## config.mk

```make
export PLATFORM = sky130hd
export DESIGN_NAME = iqe_ilp_estimator
export DESIGN_NICKNAME = d
export VERILOG_FILES = /design/src/rtl/iqe_pkg.sv /design/src/rtl/iqe_ts_table.sv /design/src/rtl/iqe_window_max.sv /design/src/rtl/iqe_size_pick.sv /design/src/rtl/iqe_ilp_estimator.sv
export SDC_FILE = /design/constraint.sdc
export NUM_CORES = 2
export LEC_CHECK = 0
export CAP_MARGIN = 30
export CORE_MARGIN = 3
export CORE_UTILIZATION = 65
export DETAILED_ROUTE_END_ITERATION = 8
export DONT_BUFFER_PORTS = 1
export HOLD_SLACK_MARGIN = 0.12
export PLACE_DENSITY = 0.85
export SLEW_MARGIN = 20
export SYNTH_ARGS = -nofsm -noshare
export SYNTH_HDL_FRONTEND = slang
export SYNTH_SLANG_ARGS = --single-unit
```

## constraint.sdc

```tcl
create_clock -name clk -period 41.2 [get_ports clk]
set_clock_uncertainty 0.05 [all_clocks]
set_input_delay 12.36 -clock clk [delete_from_list [all_inputs] [get_ports clk]]
set_output_delay 12.36 -clock clk [all_outputs]
set_load 0.1 [all_outputs]
```

## src/rtl/iqe_pkg.sv

```systemverilog
package iqe_pkg;
   // number of candidate queue sizes evaluated per interval
   localparam int unsigned IQE_NUM_SIZES = 4;
   // width of the cross-product comparison
   localparam int unsigned IQE_PROD_W = 64;
   typedef logic [IQE_PROD_W-1:0] iqe_prod_t;
endpackage

```

## src/rtl/iqe_ts_table.sv

```systemverilog
// Per-register completion timestamps, two read ports, one write port,
// bulk clear at interval start (reads return zero while clearing).
module iqe_ts_table #(
   parameter int unsigned NUM_REGS = 32,
   parameter int unsigned TS_W     = 16,
   localparam int unsigned TAG_W   = $clog2(NUM_REGS)
) (
   input  logic              clk,
   input  logic              rst_n,
   input  logic              clr,
   input  logic [TAG_W-1:0]  rd0_tag,
   input  logic [TAG_W-1:0]  rd1_tag,
   output logic [TS_W-1:0]   rd0_ts,
   output logic [TS_W-1:0]   rd1_ts,
   input  logic              wr_en,
   input  logic [TAG_W-1:0]  wr_tag,
   input  logic [TS_W-1:0]   wr_ts
);

   logic [NUM_REGS*TS_W-1:0] ent_flat;

   for (genvar g = 0; g < NUM_REGS; g++) begin : g_ent
      logic          hit;
      logic [TS_W-1:0] ent_q;
      assign hit = wr_en && (wr_tag == TAG_W'(g));
      always_ff @(posedge clk or negedge rst_n) begin
         if (!rst_n) begin
            ent_q <= '0;
         end else if (hit) begin
            ent_q <= wr_ts;
         end else if (clr) begin
            ent_q <= '0;
         end
      end
      assign ent_flat[g*TS_W +: TS_W] = ent_q;
   end

   assign rd0_ts = clr ? '0 : ent_flat[rd0_tag*TS_W +: TS_W];
   assign rd1_ts = clr ? '0 : ent_flat[rd1_tag*TS_W +: TS_W];

endmodule

```

## src/rtl/iqe_window_max.sv

```systemverilog
// Counts accepted instructions and records the running maximum completion
// time at every window boundary (STEP, 2*STEP, ...).
module iqe_window_max #(
   parameter int unsigned TS_W      = 16,
   parameter int unsigned STEP      = 16,
   parameter int unsigned NUM_SIZES = 4,
   localparam int unsigned TOTAL    = STEP * NUM_SIZES,
   localparam int unsigned CNT_W    = $clog2(TOTAL + 1)
) (
   input  logic                      clk,
   input  logic                      rst_n,
   input  logic                      clr,
   input  logic                      ins_vld,
   input  logic [TS_W-1:0]           ins_done_ts,
   output logic                      accept,
   output logic [CNT_W-1:0]          cnt,
   output logic [NUM_SIZES*TS_W-1:0] win_max
);

   logic [CNT_W-1:0] cnt_q, base_cnt, new_cnt;
   logic [TS_W-1:0]  run_q, base_run, new_run;

   assign base_cnt = clr ? '0 : cnt_q;
   assign base_run = clr ? '0 : run_q;
   assign accept   = ins_vld && (base_cnt != CNT_W'(TOTAL));
   assign new_run  = (accept && (ins_done_ts > base_run)) ? ins_done_ts : base_run;
   assign new_cnt  = base_cnt + CNT_W'(accept);

   always_ff @(posedge clk or negedge rst_n) begin
      if (!rst_n) begin
         cnt_q <= '0;
         run_q <= '0;
      end else begin
         cnt_q <= new_cnt;
         run_q <= new_run;
      end
   end

   for (genvar g = 0; g < NUM_SIZES; g++) begin : g_win
      logic          close;
      logic [TS_W-1:0] cap_q;
      assign close = accept && (new_cnt == CNT_W'((g + 1) * STEP));
      always_ff @(posedge clk or negedge rst_n) begin
         if (!rst_n) begin
            cap_q <= '0;
         end else if (close) begin
            cap_q <= new_run;
         end else if (clr) begin
            cap_q <= '0;
         end
      end
      assign win_max[g*TS_W +: TS_W] = cap_q;
   end

   assign cnt = cnt_q;

endmodule

```

## src/rtl/iqe_size_pick.sv

```systemverilog
// Chooses the size with the largest weighted ratio N_i*f_i/MAX_i using
// cross-products; a later size replaces the current pick only if strictly
// better, so ties keep the smaller size.
module iqe_size_pick
   import iqe_pkg::*;
#(
   parameter int unsigned TS_W      = 16,
   parameter int unsigned STEP      = 16,
   parameter int unsigned NUM_SIZES = 4,
   parameter int unsigned FREQ_W    = 8,
   parameter logic [NUM_SIZES*FREQ_W-1:0] FREQ = '1,
   localparam int unsigned IDX_W    = $clog2(NUM_SIZES)
) (
   input  logic [NUM_SIZES*TS_W-1:0] win_max,
   output logic [IDX_W-1:0]          best
);

   function automatic iqe_prod_t weight(input int unsigned i);
      return iqe_prod_t'((i + 1) * STEP) * iqe_prod_t'(FREQ[i*FREQ_W +: FREQ_W]);
   endfunction

   iqe_prod_t cur_w, cur_m, cand_m;

   always_comb begin
      best  = '0;
      cur_w = weight(0);
      cur_m = iqe_prod_t'(win_max[0 +: TS_W]);
      for (int unsigned i = 1; i < NUM_SIZES; i++) begin
         cand_m = iqe_prod_t'(win_max[i*TS_W +: TS_W]);
         if (weight(i) * cur_m > cur_w * cand_m) begin
            best  = IDX_W'(i);
            cur_w = weight(i);
            cur_m = cand_m;
         end
      end
   end

endmodule

```

## src/rtl/iqe_ilp_estimator.sv

```systemverilog
// Top: cycle counter, dataflow timestamp computation, result register.
module iqe_ilp_estimator
   import iqe_pkg::*;
#(
   parameter int unsigned NUM_REGS  = 32,
   parameter int unsigned TS_W      = 16,
   parameter int unsigned LAT_W     = 4,
   parameter int unsigned STEP      = 16,
   parameter int unsigned NUM_SIZES = IQE_NUM_SIZES,
   parameter int unsigned FREQ_W    = 8,
   parameter logic [NUM_SIZES*FREQ_W-1:0] FREQ = {8'd11, 8'd12, 8'd14, 8'd16},
   localparam int unsigned TAG_W    = $clog2(NUM_REGS),
   localparam int unsigned IDX_W    = $clog2(NUM_SIZES),
   localparam int unsigned TOTAL    = STEP * NUM_SIZES,
   localparam int unsigned CNT_W    = $clog2(TOTAL + 1),
   localparam int unsigned ENT_W    = $clog2(TOTAL + 1)
) (
   input  logic                      clk,
   input  logic                      rst_n,
   input  logic                      intv_start,
   input  logic                      ren_vld,
   input  logic                      src0_vld,
   input  logic [TAG_W-1:0]          src0_tag,
   input  logic                      src1_vld,
   input  logic [TAG_W-1:0]          src1_tag,
   input  logic                      dst_vld,
   input  logic [TAG_W-1:0]          dst_tag,
   input  logic [LAT_W-1:0]          exec_lat,
   output logic                      result_vld,
   output logic [IDX_W-1:0]          best_idx,
   output logic [ENT_W-1:0]          best_entries,
   output logic [NUM_SIZES*TS_W-1:0] win_max
);

   // elaboration-time parameter checks
   if (NUM_REGS < 2 || (NUM_REGS & (NUM_REGS - 1)) != 0) begin : g_chk_regs
      $error("NUM_REGS must be a power of two of at least 2");
   end
   if (NUM_SIZES != IQE_NUM_SIZES) begin : g_chk_sizes
      $error("NUM_SIZES must match the package size count");
   end
   if (TS_W <= LAT_W || TS_W < 8) begin : g_chk_ts
      $error("TS_W must exceed LAT_W and be at least 8");
   end
   if (STEP < 1 || FREQ_W < 1) begin : g_chk_step
      $error("STEP and FREQ_W must be positive");
   end
   if (TS_W + CNT_W + FREQ_W > IQE_PROD_W) begin : g_chk_prod
      $error("cross-product width too small for these parameters");
   end

   // cycle counter, saturating
   logic [TS_W-1:0] cnt_q, cnt_now;
   assign cnt_now = intv_start ? '0 : cnt_q;
   always_ff @(posedge clk or negedge rst_n) begin
      if (!rst_n) begin
         cnt_q <= '0;
      end else begin
         cnt_q <= (cnt_now == {TS_W{1'b1}}) ? cnt_now : cnt_now + 1'b1;
      end
   end

   // operand readiness and completion time
   logic [TS_W-1:0]  rd0_ts, rd1_ts, rdy0, rdy1, latest, done_ts;
   logic [LAT_W-1:0] lat_eff;
   logic [TS_W:0]    done_sum;
   logic             accept;

   assign rdy0     = (src0_vld && (rd0_ts > cnt_now)) ? rd0_ts : cnt_now;
   assign rdy1     = (src1_vld && (rd1_ts > cnt_now)) ? rd1_ts : cnt_now;
   assign latest   = (rdy1 > rdy0) ? rdy1 : rdy0;
   assign lat_eff  = (exec_lat == '0) ? LAT_W'(1) : exec_lat;
   assign done_sum = {1'b0, latest} + (TS_W + 1)'(lat_eff);
   assign done_ts  = done_sum[TS_W] ? {TS_W{1'b1}} : done_sum[TS_W-1:0];

   iqe_ts_table #(
      .NUM_REGS (NUM_REGS),
      .TS_W     (TS_W)
   ) u_table (
      .clk     (clk),
      .rst_n   (rst_n),
      .clr     (intv_start),
      .rd0_tag (src0_tag),
      .rd1_tag (src1_tag),
      .rd0_ts  (rd0_ts),
      .rd1_ts  (rd1_ts),
      .wr_en   (accept && dst_vld),
      .wr_tag  (dst_tag),
      .wr_ts   (done_ts)
   );

   logic [CNT_W-1:0] win_cnt;
   logic             win_full;

   iqe_window_max #(
      .TS_W      (TS_W),
      .STEP      (STEP),
      .NUM_SIZES (NUM_SIZES)
   ) u_win (
      .clk         (clk),
      .rst_n       (rst_n),
      .clr         (intv_start),
      .ins_vld     (ren_vld),
      .ins_done_ts (done_ts),
      .accept      (accept),
      .cnt         (win_cnt),
      .win_max     (win_max)
   );

   assign win_full = (win_cnt == CNT_W'(TOTAL));

   logic [IDX_W-1:0] pick;

   iqe_size_pick #(
      .TS_W      (TS_W),
      .STEP      (STEP),
      .NUM_SIZES (NUM_SIZES),
      .FREQ_W    (FREQ_W),
      .FREQ      (FREQ)
   ) u_pick (
      .win_max (win_max),
      .best    (pick)
   );

   // result register
   logic             res_q;
   logic [IDX_W-1:0] best_q;
   always_ff @(posedge clk or negedge rst_n) begin
      if (!rst_n) begin
         res_q  <= 1'b0;
         best_q <= '0;
      end else if (intv_start) begin
         res_q  <= 1'b0;
      end else if (win_full && !res_q) begin
         res_q  <= 1'b1;
         best_q <= pick;
      end
   end

   assign result_vld   = res_q;
   assign best_idx     = best_q;
   assign best_entries = ENT_W'((32'(best_q) + 32'd1) * STEP);

endmodule

```

* Word level (Yosys, flattened, before mapping)
Index checks and enable logic that the tools add are counted.
Widths: inputs -> output; s select.
** Storage, ports and cells
- Bits of input ports :: 26
- Logic and storage cells :: 239
- Output and inout bits :: 74
- Register bits after elaboration :: 618
** Operators by class
- $add $sub $neg :: 4
- Multipliers :: 5
- Muxes and demuxes :: 58
- Equal/unequal tests :: 38
- Shift operators :: 2
- Bitwise operators :: 1
- Reductions and logical operators :: 83
- $lt $le $gt $ge :: 7
** Operator list (count)
- $shiftx 512x10->16 :: 2
- $mux 16 :: 49
- $gt 64x64->1 :: 2
- $eq 5x5->1 const B :: 16
- $reduce_bool 2->1 :: 37
- $gt 16x16->1 :: 4
- $logic_and 1x1->1 :: 42
- $eq 5x4->1 const B :: 8
- $mul 4x16->20 const A :: 2
- $mul 10x16->26 :: 1
- $gt 25x24->1 :: 1
- $mul 9x16->25 :: 1
- $eq 5x3->1 const B :: 4
- $mul 3x16->19 const A :: 1
- $add 16x4->17 :: 1
- $add 16x1->16 const B :: 1
- $eq 16x16->1 const B :: 1
- $eq 7x6->1 const B :: 2
- $eq 7x7->1 const B :: 2
- $eq 5x2->1 const B :: 2
- $mux 10 :: 1
- $mux 8 :: 1
- $add 7x1->7 :: 1
- $eq 7x5->1 const B :: 1
- other kinds (12) :: 15

* Longest topological paths before layout
- Depth after elaboration :: 13
- Depth in mapped cells :: 78
- Depth with buffers taken out :: 74

* Cells and area by module
A second synthesis with hierarchy kept.
** Second synthesis, totals
- Cell total of the unflattened synthesis :: 4577
- Area total of the unflattened synthesis :: 46244.4 um^2
** Modules (own cells, without submodules)
- iqe_ts_table :: area an instance 29662.2 um^2, cells an instance 2695, seq. area each 12812.3 um^2, instances 1
- iqe_size_pick :: area an instance 8847.2 um^2, cells an instance 1003, seq. area each 0.0 um^2, instances 1
- iqe_window_max :: area an instance 4506.8 um^2, cells an instance 439, seq. area each 2177.1 um^2, instances 1
- iqe_ilp_estimator :: area an instance 3228.1 um^2, cells an instance 440, seq. area each 475.5 um^2, instances 1

* Least setup slack after synthesis
No wires, ideal clock.
- Path type :: input-to-reg
- From :: input port src0_tag[0]
- To :: register u_win.run_q[14]
- Library setup time :: 110 ps
- Slack :: 18440 ps
- Buffers on the path :: 13
- Stages :: 48
- Arrival :: 22599 ps
- Required time :: 41040 ps
- Cells stage by stage :: buf_6 > buf_8 > buf_6 > buf_6 > buf_2 > buf_1 > mux4_2 > mux4_2 > nand2_1 > a21oi_1 > ha_1 > nor2b_1 > o211ai_1 > a211o_1 > a31oi_4 > buf_2 > clkbuf_1 > nor2_1 > [12 not listed] > o21bai_1 > and2_1 > nand4_1 > o41ai_1 > buf_2 > buf_2 > inv_1 > ha_1 > a21o_1 > a21o_1 > a21o_1 > a211oi_1 > o21ai_0 > a22oi_1 > clkbuf_1 > clkbuf_1 > nand3_1 > o41ai_1
** On the way
- Word-level cells in the longest chain between the ends :: 12
** Ends and longest elaborated chain
- start, declared :: line iqe_ilp_estimator.sv:23 : input logic [TAG_W-1:0] src0_tag,
- $shiftx 512x10->16 * :: line iqe_ts_table.sv:38 : assign rd0_ts = clr ? '0 : ent_flat[rd0_tag*TS_W +: TS_W];
- $mux 16 * :: line iqe_ts_table.sv:38
- $gt 16x16->1 :: line iqe_ilp_estimator.sv:69 : assign rdy0 = (src0_vld && (rd0_ts > cnt_now)) ? rd0_ts : cnt_now;
- $logic_and 1x1->1 :: line iqe_ilp_estimator.sv:69
- $mux 16 * :: line iqe_ilp_estimator.sv:69
- $gt 16x16->1 :: line iqe_ilp_estimator.sv:71 : assign latest = (rdy1 > rdy0) ? rdy1 : rdy0;
- $mux 16 * :: line iqe_ilp_estimator.sv:71
- $add 16x4->17 * :: line iqe_ilp_estimator.sv:73 : assign done_sum = {1'b0, latest} + (TS_W + 1)'(lat_eff);
- $mux 16 * :: line iqe_ilp_estimator.sv:74 : assign done_ts = done_sum[TS_W] ? {TS_W{1'b1}} : done_sum[TS_W-1:0];
- $gt 16x16->1 :: line iqe_window_max.sv:26 : assign new_run = (accept && (ins_done_ts > base_run)) ? ins_done_ts : base_run;
- $logic_and 1x1->1 :: line iqe_window_max.sv:26
- $mux 16 * :: line iqe_window_max.sv:26
- via u_win.new_run[14] :: line iqe_window_max.sv:21 : logic [TS_W-1:0] run_q, base_run, new_run;
- end signal, assigned :: line iqe_window_max.sv:35 : run_q <= new_run;
- end, declared :: line iqe_window_max.sv:21
Mark *: on every way through the listed nets, which the timed path passes. The rest lies on a longest branch.
A chain may end at the register's enable or synchronous reset.

* Final worst setup path
- From :: input port src1_tag[2]
- To :: register u_win.g_win[1].cap_q[12]
** On the way
- Word-level cells in the longest chain between the ends :: 13
** Ends and longest elaborated chain
- start, declared :: line iqe_ilp_estimator.sv:25 : input logic [TAG_W-1:0] src1_tag,
- $shiftx 512x10->16 * :: line iqe_ts_table.sv:39 : assign rd1_ts = clr ? '0 : ent_flat[rd1_tag*TS_W +: TS_W];
- $mux 16 * :: line iqe_ts_table.sv:39
- $gt 16x16->1 :: line iqe_ilp_estimator.sv:70 : assign rdy1 = (src1_vld && (rd1_ts > cnt_now)) ? rd1_ts : cnt_now;
- $logic_and 1x1->1 :: line iqe_ilp_estimator.sv:70
- $mux 16 * :: line iqe_ilp_estimator.sv:70
- $gt 16x16->1 :: line iqe_ilp_estimator.sv:71
- $mux 16 * :: line iqe_ilp_estimator.sv:71
- $add 16x4->17 * :: line iqe_ilp_estimator.sv:73
- $mux 16 * :: line iqe_ilp_estimator.sv:74
- $gt 16x16->1 :: line iqe_window_max.sv:26
- $logic_and 1x1->1 :: line iqe_window_max.sv:26
- $mux 16 * :: line iqe_window_max.sv:26
- $mux 16 * :: line iqe_window_max.sv:46 : end else if (close) begin
- end signal, assigned :: line iqe_window_max.sv:47 : cap_q <= new_run;
- end, declared :: line iqe_window_max.sv:41 : logic [TS_W-1:0] cap_q;
Every way passes the cells marked *; elsewhere a longest branch is shown, timed or not.

==> run metrics <==
H-Tree Level Count=3; Max Cap Viol=0; Startpoint Class=primary input; post-synthesis compound-gate area fraction=16.6%; xor and xnor area share after synthesis=between 1.5 and 2%; post-layout total power=around 0.0016 W; Area after DPL=approximately 0.047 mm2; top cells by count, synth=dfrtp_1, nand3_1, o21ai_0; first-pass GRT wire length=roughly 240 mm; Synth area leaders=dfrtp_1, mux4_2, ha_1; setup TNS=0 ns; Setup violations, final=0; syn_area_per_cell=about 9.8 um2; Worst setup EP type=flip-flop; Root Driver=clkbuf_16; Worst Setup SP=src1_tag[2]; Tot GR Track Use=41.7%; Overflow after GRT=0; DR iter-0 viols=just under 7,000; Layout Nets=between 4,000 and 5,000; Synth Area in Adders=between 10% and 20%; CTS tree=built; fin area=slightly below 0.05 mm2; initial core utilization=~66%; largest family of logic cells by synthesized area=compound AO/OA/AOI/OAI gates; HPWL after DPL=101 mm; layout filler cell count=~4,900; mux cell area share after synthesis=between 10 and 15%; largest area contributor in the netlist=dfrtp_1; pin count of the biggest net entering global routing=between 600 and 700; Clk Latency, worst-skew pair=around 0.65 ns; Total Wirelength=157 mm; synthesis-stage register bit count=618; sequential fraction of the synthesis area=33.3%; FF-to-FF End=best_idx[0]$_DFFE_PN0P_; Worst-path clk slew=0.06 ns; Crit Reg-Reg Startpoint=u_win.g_win[0].cap_q[2]$_DFFE_PN0P_; r2r worst-path depth=between 70 and 80; GPL Wtd Cong=between 0.9 and 1; Sink Count=between 600 and 700; die height=between 200 and 300 um; Synth Instances=4,742; CP Max Fanout=111; CP endpoint=u_win.g_win[1].cap_q[12]$_DFFE_PN0P_; core area=0.0704 mm2; EDFF count, synth=0; CTS Buf Count=67; Cell Pwr Density=32.9 mW/mm2; # resized after CTS=0; row cnt=a little under 100; internal reg-to-reg setup slack=22.65 ns; clock buffer depth=3; peak supply drop=0.0385 mV; most common cell in the netlist=dfrtp_1; Final Max Slew Viols=between 400 and 500; Vias=approximately 42,000; first-pass iteration count of the detailed router=8; hold crit path type=reg2reg; cell mode on critical path=nor2_1; I/O pin total=100; cell area after synthesis=roughly 0.046 mm2; warning count from the yosys run=0; worst-margin pin slew=2.38 ns; Max Clock Freq=42.0 MHz; antenna violations before repair=6; Yosys cell types=about 90; leakage=about 23 nW; Via density=roughly 7.5; Post-Synth Simple-Gate Area=14.9%; hold_buf cts=0; Area Growth Syn to Fin=6.81%; Final WS setup=between 15 and 20 ns; crit path kind=in2reg; Main synth FF type=dfrtp_1; CP peak stage delay=approximately 0.8 ns; drt drc=0; CP Data Arrival Time=roughly 24 ns; failing checks=slew limit; slowest library cell on the worst path=o21ai_1; die area=0.0748 mm2; RSZ-0062 raised after global routing=false; fin crit period=around 24 ns; pre-CTS setup slack=approximately 17 ns; critical path required time=~42 ns; vias in the first global route=~41,000; Synth top area share=33.3%; outcome=finished with violations; Final Hold Vio Count=0; Port Buffers=0; Die Wd=around 270 um; Setup Fix Bufs, Post-CTS=0; antenna violation net count after detailed routing=0; layout cell share with drive strength beyond 1=13.1%; Final Cycle Share=57.8%; max_slew headroom=-58.8%; WL/cell=28.4 um; post-synthesis async set-or-reset flop share=100%
## cells in the final DEF (no fill, tap or decap), types with 27 or more instances in the layout
| cell | n |
|---|---|
| ha_1 | 361 |
| xor2_1 | 29 |
| o21ai_0 | 446 |
| nand2_1 | 279 |
| xnor2_1 | 52 |
| mux4_2 | 221 |
| a31oi_1 | 38 |
| a21o_1 | 31 |
| fa_1 | 73 |
| clkbuf_16 | 68 |
| inv_1 | 200 |
| dfrtp_1 | 618 |
| nor3_1 | 97 |
| nand4_1 | 54 |
| o211ai_1 | 30 |
| buf_4 | 105 |
| mux2i_1 | 149 |
| a22oi_1 | 135 |
| a21oi_1 | 149 |
| o31ai_1 | 75 |
| a32oi_1 | 35 |
| a211oi_1 | 31 |
| or4_1 | 27 |
| and2_1 | 39 |
| nand3_1 | 552 |
| nor2_1 | 150 |
| or2_2 | 32 |
| o21a_1 | 27 |
| nor2b_1 | 47 |
## critical path: cells and delay by family
family,cells,cell delay (ns)
mux,2,0.87
compound gates,11,2.97
buf+inv,6,2.05
fa+ha+maj,4,1.25
simple gates,17,4.57
## flip-flops by register name (all words and copies together) (netlist names)
signal,cells
u_table.g_ent.ent_q,512
u_win.g_win.cap_q,64
cnt_q,16
u_win.run_q,16
u_win.cnt,7
best_idx,2
result_vld,1
## metal layers
metal,track usage (%),part of all wire (%),routed length (um),vias up
met4,30.4,9.2,14600,6
met3,15.0,14,22100,1039
met2,62.3,43,68000,3417
li1,-,-,-,17300
met1,49.7,33,52700,19900
met5,0.855,0.073,115,-
## logic make-up after synthesis
logic type	after synthesis
xor gates and xnor gates	83
buffers and inverters	637
DFF	618
muxes	397
AOI/OAI and AO/OA	1187
and+or+nand+nor	1384
other	2
adders and majority gates	434
## per-stage QoR
| step | cells | hold WS, ns | util [%] |
|---|---|---|---|
| floorplan | 4747 | 0.429 | - |
| global placement | 5357 | 0.442 | 66.0 |
| detailed placement | 5398 | 0.459 | 67.0 |
| CTS | 5522 | 0.475 | 70.3 |
| global route | 5535 | 0.505 | 70.5 |
| finish | 5541 | 0.476 | 70.5 |
## how the worst min path moves through the flow
| stage | slack [ns] | depth (start not counted) | from | to |
|---|---|---|---|---|
| 2_1_floorplan | 0.43 | 2 | u_win.run_q[6]$_DFF_PN0_ | u_win.run_q[6]$_DFF_PN0_ |
| 3_3_place_gp | 0.44 | 2 | u_win.run_q[6]$_DFF_PN0_ | u_win.run_q[6]$_DFF_PN0_ |
| 3_5_place_dp | 0.46 | 2 | u_table.g_ent[5].ent_q[14]$_DFFE_PN0P_ | u_table.g_ent[5].ent_q[14]$_DFFE_PN0P_ |
| 4_1_cts | 0.48 | 2 | u_table.g_ent[5].ent_q[14]$_DFFE_PN0P_ | u_table.g_ent[5].ent_q[14]$_DFFE_PN0P_ |
| 5_1_grt | 0.50 | 2 | u_table.g_ent[27].ent_q[5]$_DFFE_PN0P_ | u_table.g_ent[27].ent_q[5]$_DFFE_PN0P_ |
| 6_report | 0.48 | 2 | u_table.g_ent[5].ent_q[14]$_DFFE_PN0P_ | u_table.g_ent[5].ent_q[14]$_DFFE_PN0P_ |
## area by class of cell
| cell class | instances | area, um2 | share of cell area [%] |
|---|---|---|---|
| multi-input cells | 3492 | 28300 | 57.0 |
| flip-flops and latches | 618 | 15500 | 31.2 |
| clock buffers | 95 | 1900 | 3.83 |
| repair buffers | 156 | 1600 | 3.22 |
| well taps | 940 | 1180 | 2.37 |
| inverters | 204 | 773 | 1.56 |
| clock inverters | 29 | 414 | 0.834 |
| diodes | 7 | 17.5 | 0.0353 |
## report_power, final
part	switching, W	leakage, nW	internal, W
Sequential	0.0000105	8.61	0.000618
Clock	0.000271	1.13	0.000372
Combinational	0.000269	12.8	0.0000937
Power figures use the tool's default switching activity.
